[config.mk]
export PLATFORM = sky130hd
export DESIGN_NAME = cont_scan
export DESIGN_NICKNAME = d
export VERILOG_FILES = /design/src/rtl/cs_pkg.sv /design/src/rtl/cs_sync.sv /design/src/rtl/cs_timebase.sv /design/src/rtl/cs_phase.sv /design/src/rtl/cs_chan.sv /design/src/rtl/cs_judge.sv /design/src/rtl/cont_scan.sv
export SDC_FILE = /design/constraint.sdc
export NUM_CORES = 1
export LEC_CHECK = 0
export BUFFER_PORTS_ARGS = -buffer_cell sky130_fd_sc_hd__buf_4
export CORE_MARGIN = 8
export CORE_UTILIZATION = 60
export DETAILED_ROUTE_END_ITERATION = 10
export HOLD_SLACK_MARGIN = 0.1
export PLACE_DENSITY = 0.87
export SLEW_MARGIN = 40
export SYNTH_ARGS = -nofsm -noshare
export SYNTH_HDL_FRONTEND = slang
export SYNTH_SLANG_ARGS = --single-unit
[constraint.sdc]
create_clock -name clk -period 4.8 [get_ports clk]
set_clock_uncertainty 0.15 [all_clocks]
set_input_delay 0.24 -clock clk [delete_from_list [all_inputs] [get_ports clk]]
set_output_delay 0.24 -clock clk [all_outputs]
set_load 0.03 [all_outputs]
[src/rtl/cs_pkg.sv]
// Package: shared types for the continuity scanner.
// Assumes nothing beyond IEEE 1800-2017 packages.
package cs_pkg;

    // Scan control state: idle after reset, running a scan, or finished.
    typedef enum logic [1:0] {
        SCAN_IDLE = 2'd0,
        SCAN_RUN  = 2'd1,
        SCAN_DONE = 2'd2
    } scan_state_e;

    // Width helper that never returns zero.
    function automatic int safe_clog2(input int n);
        return (n <= 2) ? 1 : $clog2(n);
    endfunction

endpackage

[src/rtl/cs_sync.sv]
// Module: cs_sync
// Brings an asynchronous level into the clock domain through a chain of
// STAGES flops. Assumes STAGES >= 2 and that the input is a slow level.
module cs_sync #(
    parameter int STAGES = 2
) (
    input  logic clk,
    input  logic rst_n,
    input  logic d,
    output logic q
);

    logic [STAGES-1:0] chain;

    for (genvar i = 0; i < STAGES; i++) begin : g_stage
        if (i == 0) begin : g_first
            // First stage captures the raw asynchronous input.
            always_ff @(posedge clk) begin
                if (!rst_n) chain[0] <= 1'b0;
                else        chain[0] <= d;
            end
        end else begin : g_next
            // Later stages pass the level down the chain.
            always_ff @(posedge clk) begin
                if (!rst_n) chain[i] <= 1'b0;
                else        chain[i] <= chain[i-1];
            end
        end
    end

    assign q = chain[STAGES-1];

endmodule

[src/rtl/cs_timebase.sv]
// Module: cs_timebase
// Divides the external slow tick by DIV. The unit enable is high for one
// clock in every DIV cycles in which the tick is high. Assumes DIV >= 1.
// A clear restarts the division so that a scan begins on a full unit.
module cs_timebase #(
    parameter int DIV = 2
) (
    input  logic clk,
    input  logic rst_n,
    input  logic clr,
    input  logic tick_in,
    output logic unit_en
);

    localparam int CW = cs_pkg::safe_clog2(DIV);
    localparam logic [CW-1:0] LAST = CW'(DIV - 1);

    logic [CW-1:0] cnt;

    // Counts ticks and wraps after DIV of them.
    always_ff @(posedge clk) begin
        if (!rst_n || clr)  cnt <= '0;
        else if (tick_in)   cnt <= (cnt == LAST) ? '0 : cnt + 1'b1;
    end

    assign unit_en = tick_in && (cnt == LAST);

    // with no tick there is no unit and the count holds.
    p_tick_hold_r8: assert property (@(posedge clk) disable iff (!rst_n)
        (!tick_in && !clr) |=> $stable(cnt));

endmodule

[src/rtl/cs_phase.sv]
// Module: cs_phase
// Tracks the position inside one channel step, in timebase units. It flags
// the strobe window (after blanking), its last unit, and the step end.
// Assumes 1 <= BLANK and BLANK + STROBE < STEP. The phase is zeroed by a
// clear and wraps at each step end.
module cs_phase #(
    parameter int STEP   = 10,
    parameter int BLANK  = 5,
    parameter int STROBE = 3,
    localparam int PW    = cs_pkg::safe_clog2(STEP)
) (
    input  logic          clk,
    input  logic          rst_n,
    input  logic          clr,
    input  logic          run,
    input  logic          unit_en,
    output logic [PW-1:0] ph,
    output logic          strobe,
    output logic          strobe_last,
    output logic          step_end
);

    localparam logic [PW-1:0] PH_LAST  = PW'(STEP - 1);
    localparam logic [PW-1:0] WIN_LO   = PW'(BLANK);
    localparam logic [PW-1:0] WIN_HI   = PW'(BLANK + STROBE - 1);

    // Advances the phase by one unit while running; wraps at the step end.
    always_ff @(posedge clk) begin
        if (!rst_n || clr)        ph <= '0;
        else if (run && unit_en)  ph <= (ph == PH_LAST) ? '0 : ph + 1'b1;
    end

    // Decodes the blanking/strobe split of the step.
    always_comb begin
        strobe      = run && (ph >= WIN_LO) && (ph <= WIN_HI);
        strobe_last = strobe && unit_en && (ph == WIN_HI);
        step_end    = run && unit_en && (ph == PH_LAST);
    end

    // with no unit the phase does not move.
    p_phase_hold_r8: assert property (@(posedge clk) disable iff (!rst_n)
        (!unit_en && !clr) |=> $stable(ph));

endmodule

[src/rtl/cs_chan.sv]
// Module: cs_chan
// Owns the scan state and the channel index, and decodes the one-hot
// selects. A clear starts a scan at channel 0. Each step end moves on by
// one channel; the step end of the last channel ends the scan.
// Assumes step_end is only high while running.
module cs_chan #(
    parameter int NUM_CH  = 12,
    localparam int IW     = cs_pkg::safe_clog2(NUM_CH)
) (
    input  logic              clk,
    input  logic              rst_n,
    input  logic              clr,
    input  logic              step_end,
    output logic [IW-1:0]     idx,
    output logic [NUM_CH-1:0] sel,
    output logic              running,
    output logic              done
);

    import cs_pkg::*;

    localparam logic [IW-1:0] IDX_LAST = IW'(NUM_CH - 1);

    scan_state_e state;

    // Scan sequencing: start, step through channels, stop after the last.
    always_ff @(posedge clk) begin
        if (!rst_n) begin
            state <= SCAN_IDLE;
            idx   <= '0;
        end else if (clr) begin
            state <= SCAN_RUN;
            idx   <= '0;
        end else if (state == SCAN_RUN && step_end) begin
            if (idx == IDX_LAST) state <= SCAN_DONE;
            else                 idx   <= idx + 1'b1;
        end
    end

    assign running = (state == SCAN_RUN);
    assign done    = (state == SCAN_DONE);

    for (genvar c = 0; c < NUM_CH; c++) begin : g_sel
        // One select line per channel, high only for the active index.
        assign sel[c] = running && (idx == IW'(c));
    end

    // never two selects at once.
    p_sel_onehot_r1: assert property (@(posedge clk) disable iff (!rst_n)
        $onehot0(sel));

    // the index holds between step ends.
    p_idx_hold_r2: assert property (@(posedge clk) disable iff (!rst_n)
        (!clr && !step_end) |=> $stable(idx));

    // a step end inside a scan moves to the next channel.
    p_idx_adv_r2: assert property (@(posedge clk) disable iff (!rst_n)
        (!clr && running && step_end && idx != IDX_LAST)
            |=> idx == IW'($past(idx) + 1'b1));

endmodule

[src/rtl/cs_judge.sv]
// Module: cs_judge
// Holds the sticky pass flags and the first-failure record. A pass is
// credited to the active channel only in the strobe window. At the last
// strobe unit, a channel with no pass is judged failed. The first such
// channel per scan pulses the alarm. Assumes idx < NUM_CH.
module cs_judge #(
    parameter int NUM_CH  = 12,
    localparam int IW     = cs_pkg::safe_clog2(NUM_CH)
) (
    input  logic              clk,
    input  logic              rst_n,
    input  logic              clr,
    input  logic              strobe,
    input  logic              strobe_last,
    input  logic [IW-1:0]     idx,
    input  logic              ret_s,
    output logic [NUM_CH-1:0] pass,
    output logic              alarm,
    output logic              fail_seen,
    output logic [IW-1:0]     fail_idx
);

    logic [NUM_CH-1:0] hit;
    logic              cur_pass;
    logic              cur_fail;

    // Builds the credit mask for the active channel during the strobe.
    always_comb begin
        for (int c = 0; c < NUM_CH; c++) begin
            hit[c] = strobe && ret_s && (idx == IW'(c));
        end
        cur_pass = |(pass & ~hit) | |hit ? ((pass | hit) >> idx) != '0 && ((pass | hit) & (NUM_CH'(1) << idx)) != '0 : 1'b0;
        cur_fail = strobe_last && !cur_pass;
    end

    // Sticky pass flags: set by a hit, cleared only by a start.
    always_ff @(posedge clk) begin
        if (!rst_n || clr) pass <= '0;
        else               pass <= pass | hit;
    end

    // First-failure record and its one-cycle alarm.
    always_ff @(posedge clk) begin
        if (!rst_n || clr) begin
            alarm     <= 1'b0;
            fail_seen <= 1'b0;
            fail_idx  <= '0;
        end else if (cur_fail && !fail_seen) begin
            alarm     <= 1'b1;
            fail_seen <= 1'b1;
            fail_idx  <= idx;
        end else begin
            alarm     <= 1'b0;
        end
    end

    // pass flags never fall without a start.
    p_pass_sticky_r4: assert property (@(posedge clk) disable iff (!rst_n)
        !clr |=> (pass & $past(pass)) == $past(pass));

    // flags change only inside a strobe window.
    p_pass_window_r3: assert property (@(posedge clk) disable iff (!rst_n)
        (!clr && !strobe) |=> pass == $past(pass));

    // the alarm lasts one cycle.
    p_alarm_pulse_r7: assert property (@(posedge clk) disable iff (!rst_n)
        (alarm && !clr) |=> !alarm);

    // no alarm once a failure is already recorded.
    p_alarm_once_r7: assert property (@(posedge clk) disable iff (!rst_n)
        alarm |-> !$past(fail_seen));

    // the recorded index holds until a start.
    p_fail_hold_r7: assert property (@(posedge clk) disable iff (!rst_n)
        (fail_seen && !clr) |=> (fail_seen && $stable(fail_idx)));

endmodule

[src/rtl/cont_scan.sv]
// Module: cont_scan (top)
// Sequential continuity scanner: one-hot channel selects, a blanked and
// strobed look at the shared return, sticky pass flags and a first-failure
// alarm. Assumes start is a one-cycle pulse, step_tick is synchronous to
// clk, and ret_in may be asynchronous.
module cont_scan #(
    parameter int NUM_CH       = 12,
    parameter int TICK_DIV     = 2,
    parameter int STEP_UNITS   = 10,
    parameter int BLANK_UNITS  = 5,
    parameter int STROBE_UNITS = 3,
    localparam int IDX_W       = cs_pkg::safe_clog2(NUM_CH),
    localparam int PH_W        = cs_pkg::safe_clog2(STEP_UNITS)
) (
    input  logic              clk,
    input  logic              rst_n,
    input  logic              start,
    input  logic              step_tick,
    input  logic              ret_in,
    output logic [NUM_CH-1:0] sel_o,
    output logic [NUM_CH-1:0] pass_o,
    output logic [IDX_W-1:0]  idx_o,
    output logic              done_o,
    output logic              alarm_o,
    output logic              fail_seen_o,
    output logic [IDX_W-1:0]  fail_idx_o
);

    if (BLANK_UNITS < 1 || BLANK_UNITS + STROBE_UNITS >= STEP_UNITS
        || STROBE_UNITS < 1 || NUM_CH < 2 || TICK_DIV < 1) begin : g_bad_cfg
        $error("cont_scan: blanking and strobe must fit inside the step");
    end

    logic              ret_s;
    logic              unit_en;
    logic              running;
    logic [PH_W-1:0]   ph;
    logic              strobe;
    logic              strobe_last;
    logic              step_end;

    cs_sync #(.STAGES(2)) u_sync (
        .clk   (clk),
        .rst_n (rst_n),
        .d     (ret_in),
        .q     (ret_s)
    );

    cs_timebase #(.DIV(TICK_DIV)) u_tb (
        .clk     (clk),
        .rst_n   (rst_n),
        .clr     (start),
        .tick_in (step_tick),
        .unit_en (unit_en)
    );

    cs_phase #(
        .STEP   (STEP_UNITS),
        .BLANK  (BLANK_UNITS),
        .STROBE (STROBE_UNITS)
    ) u_phase (
        .clk         (clk),
        .rst_n       (rst_n),
        .clr         (start),
        .run         (running),
        .unit_en     (unit_en),
        .ph          (ph),
        .strobe      (strobe),
        .strobe_last (strobe_last),
        .step_end    (step_end)
    );

    cs_chan #(.NUM_CH(NUM_CH)) u_chan (
        .clk      (clk),
        .rst_n    (rst_n),
        .clr      (start),
        .step_end (step_end),
        .idx      (idx_o),
        .sel      (sel_o),
        .running  (running),
        .done     (done_o)
    );

    cs_judge #(.NUM_CH(NUM_CH)) u_judge (
        .clk         (clk),
        .rst_n       (rst_n),
        .clr         (start),
        .strobe      (strobe),
        .strobe_last (strobe_last),
        .idx         (idx_o),
        .ret_s       (ret_s),
        .pass        (pass_o),
        .alarm       (alarm_o),
        .fail_seen   (fail_seen_o),
        .fail_idx    (fail_idx_o)
    );

    // a start pulse leaves a fresh scan at channel 0.
    p_start_clear_r5: assert property (@(posedge clk) disable iff (!rst_n)
        start |=> (pass_o == '0 && !done_o && !alarm_o && !fail_seen_o
                   && idx_o == '0 && running));

    // a finished scan stays finished and inert until a start.
    p_done_quiet_r6: assert property (@(posedge clk) disable iff (!rst_n)
        (done_o && !start) |=> (done_o && sel_o == '0 && $stable(pass_o)
                                && !alarm_o));

    // no credit can be given in the blanking part of a step.
    p_blank_r3: assert property (@(posedge clk) disable iff (!rst_n)
        (running && ph < PH_W'(BLANK_UNITS)) |-> !strobe);

endmodule

==> impl_metrics.toml <==
[worst_hold_path]
hold_end = "u_sync.q"
worstHoldPathType = "reg2reg"
min_from = "u_sync.chain[0]"
worstHoldPathCells = 1

[placement]
portBuffers = 39
dp_hpwl_um = 4777
place_congestion = 0.9883
dpl.cell_count = 328

[floorplanning]
die_y_um = 75.80
core_um2 = 3390
dieArea_um2 = 5746
die_x_um = 75.80
num_io_pins = 40
initial_core_util_pct = 63.31
placementRows = 21

[clock_network]
cts_tree = "done"
clk_pin_slew_ns = 0.10
cts-htree-levels = 2
numCtsBuffers = 5
clk_latency_ns = 0.33
post_cts_buffers = 0
cts_root_buf = "clkbuf_4"
cts_resized = 0
numClockSinks = 31
ctsHoldBuffers = 5
clock_path_buffers = 2

[sta]
setup_tns_ns = 0
slew_viol_final = 0
maxSlewHeadroom_pct = 45.83
min_period_ns = 3.751
hold_violations = 0
rsz0062_at_grt = "no"
worst_pin_slew_ns = 0.7920
fmax_mhz = 266.6
setup_viol = 0
post-route-period-util_pct = 78.15

[finish]
layout.nets = 305
syn2layout_area_growth_pct = 15.80
fillers = 280
antennaDiodeCount = 0
ff_latch_area_um2 = 620.6
final_cells = 340
drive_gt1_share_pct = 19.05
multi_input_area_um2 = 1370

[route]
wirelength_um = 6792
vias_per_cell = 6.768
wl_per_cell_um = 19.98
drcViolationCount = 0
ant_nets = 0
drtPass1Iterations = 4
drt_iter0_markers = 262
num_vias = 2301

[power_and_ir_drop]
p_leak_uw = 0.001079
power.density_nw_per_um2 = 177.2
ir_drop_uv = 152.1

[global_route]
grt_pass1_wl_um = 10630
grt_pass1_vias = 2099
grt_use_total_pct = 24.33
grt_max_degree = 32
grt_overflow_total = 0
antenna_found_initial = 0

[worst_setup_path]
worstPathMaxFanout = 19
critPathLaunchType = "flop"
r2r-start = "u_chan.idx[0]"
worst-setup-path-type = "reg2reg"
cp-startpoint = "u_chan.idx[0]"
cp.required_ns = 4.88
r2r_setup_slack_ns = 1.05
cp-end-kind = "flop"
r2r_cells = 8
r2r_end = "u_judge.fail_idx[3]"
cp_data_arrival_time_ns = 3.84

[synthesis]
synth_area_um2 = 2146
ys_seq_area_share_pct = 28.92
synth_edf_count = 0
avgSynthCellArea_um2 = 8.007
post_synth_num_cell_types = 53
async_flop_share_pct = 0
yosysWarningCount = 0
ys_ff_latch = 31
syn-num-nets = 279
netlist_instances = 268
synthFlopType = "dfxtp_1"

[flow_run]
cap_viol_max_count = 0

[run_status]
outcome = "complete, no violations"
## worst max-delay path, stage by stage (launching register included)
cell	delay [ns]
dfxtp_1	0.76
clkinv_1	0.47
ha_1	0.52
a41o_1	0.26
mux4_2	0.48
a211oi_2	0.20
a211oi_1	0.13
a221o_1	0.45
a32o_1	0.24
## layout make-up
type	instances	share of cell area, %
repair buffers	45	14.10
multi-input cells	203	55.14
inverters	8	1.208
flip-flops and latches	31	24.97
clock inverters	1	0.2014
well taps	46	2.316
clock buffers	6	2.064
## where the power goes
part / internal [uW] / switching (uW)
sequential: 259 / 1.24
clock: 67.8 / 93.4
combinational: 8.31 / 10.5
## sequential cells by signal, indices dropped and copies added, names as in the netlist
name and flops:
u_chan.idx 4, u_chan.state 2, u_judge.alarm 1, u_judge.fail_idx 4
u_judge.fail_seen 1, u_judge.pass 12, u_phase.ph 4, u_sync.chain 1
u_sync.q 1, u_tb.cnt 1
## Yosys cell counts (2+ instances only)
library cell,count,share of area (%)
o21a_1,2,0.70
clkbuf_1,18,3.1
mux2i_1,4,1.9
and2_1,8,2.3
mux4_2,2,2.1
ha_1,6,3.5
a21boi_0,2,0.70
xnor2_1,4,1.6
nand4b_1,2,0.82
buf_2,3,0.70
a31oi_1,4,1.2
o22ai_1,3,0.87
a32oi_1,3,1.2
o211ai_1,6,2.1
nand4_1,5,1.5
a41o_1,7,3.3
a21oi_1,13,3.0
a41oi_1,11,4.5
nand2b_1,3,0.87
nand2_1,26,4.5
nor3_1,2,0.47
inv_1,7,1.2
a311oi_1,2,0.82
a2111oi_0,2,0.82
buf_6,4,2.1
o21ai_0,5,1.2
and4_1,2,0.82
nor2_1,23,4.0
nor2b_1,6,1.7
nand3_1,11,2.6
a211oi_1,2,0.70
dfxtp_1,31,29
a22oi_1,2,0.70
a21o_1,7,2.4
and3_1,12,3.5
## metrics by stage
step	area, um^2	power (uW)	util (%)	setup slack (ns)	hold WS (ns)
final	2485	440.2	73.31	1.049	0.3012
after global routing	2485	453.4	73.31	0.8576	0.3443
after CTS	2485	437.9	73.31	1.128	0.2991
after detailed placement	2379	281.5	70.17	1.146	0.2762
after global placement	2372	280.7	69.99	1.187	0.2691
after floorplan	2146	275.4	-	1.552	0.2117
## layout by cell type (no fill, tap or decap), types with 8 or more instances in the layout
cell,n
a21oi_1,13
a41oi_1,11
and2_1,8
and3_1,12
buf_4,40
dfxtp_1,31
nand2_1,26
nand3_1,11
nor2_1,23
## per-layer routing
| metal | global-route usage (%) | routed length, um | vias to the layer above |
|---|---|---|---|
| li1 | - | - | 1067 |
| met1 | 29.85 | 2810 | 1069 |
| met2 | 39.16 | 3158 | 141 |
| met3 | 6.579 | 620 | 24 |
| met4 | 9.595 | 201 | 0 |
| met5 | 0 | 0 | - |
## cell families after synthesis
logic type	count (synthesis)	synth area share, %
AO/OA/AOI/OAI	80	28.34
XOR/XNOR	5	2.041
adder cells (fa/ha/maj)	6	3.498
buffers and inverters	34	7.521
flip-flops	31	28.92
multiplexers	6	3.965
AND/OR/NAND/NOR	106	25.72
## worst max-delay path by stage
| stage | endpoint | slack [ns] | cells after the start |
|---|---|---|---|
| floorplan | u_judge.fail_idx[3] | 1.55 | 9 |
| global placement | u_judge.fail_idx[3] | 1.19 | 8 |
| detailed placement | u_judge.fail_idx[3] | 1.15 | 8 |
| CTS | u_judge.fail_idx[3] | 1.13 | 8 |
| global route | u_judge.fail_idx[3] | 0.86 | 8 |
| finish | u_judge.fail_idx[3] | 1.05 | 8 |
Power figures use the tool's default switching activity.
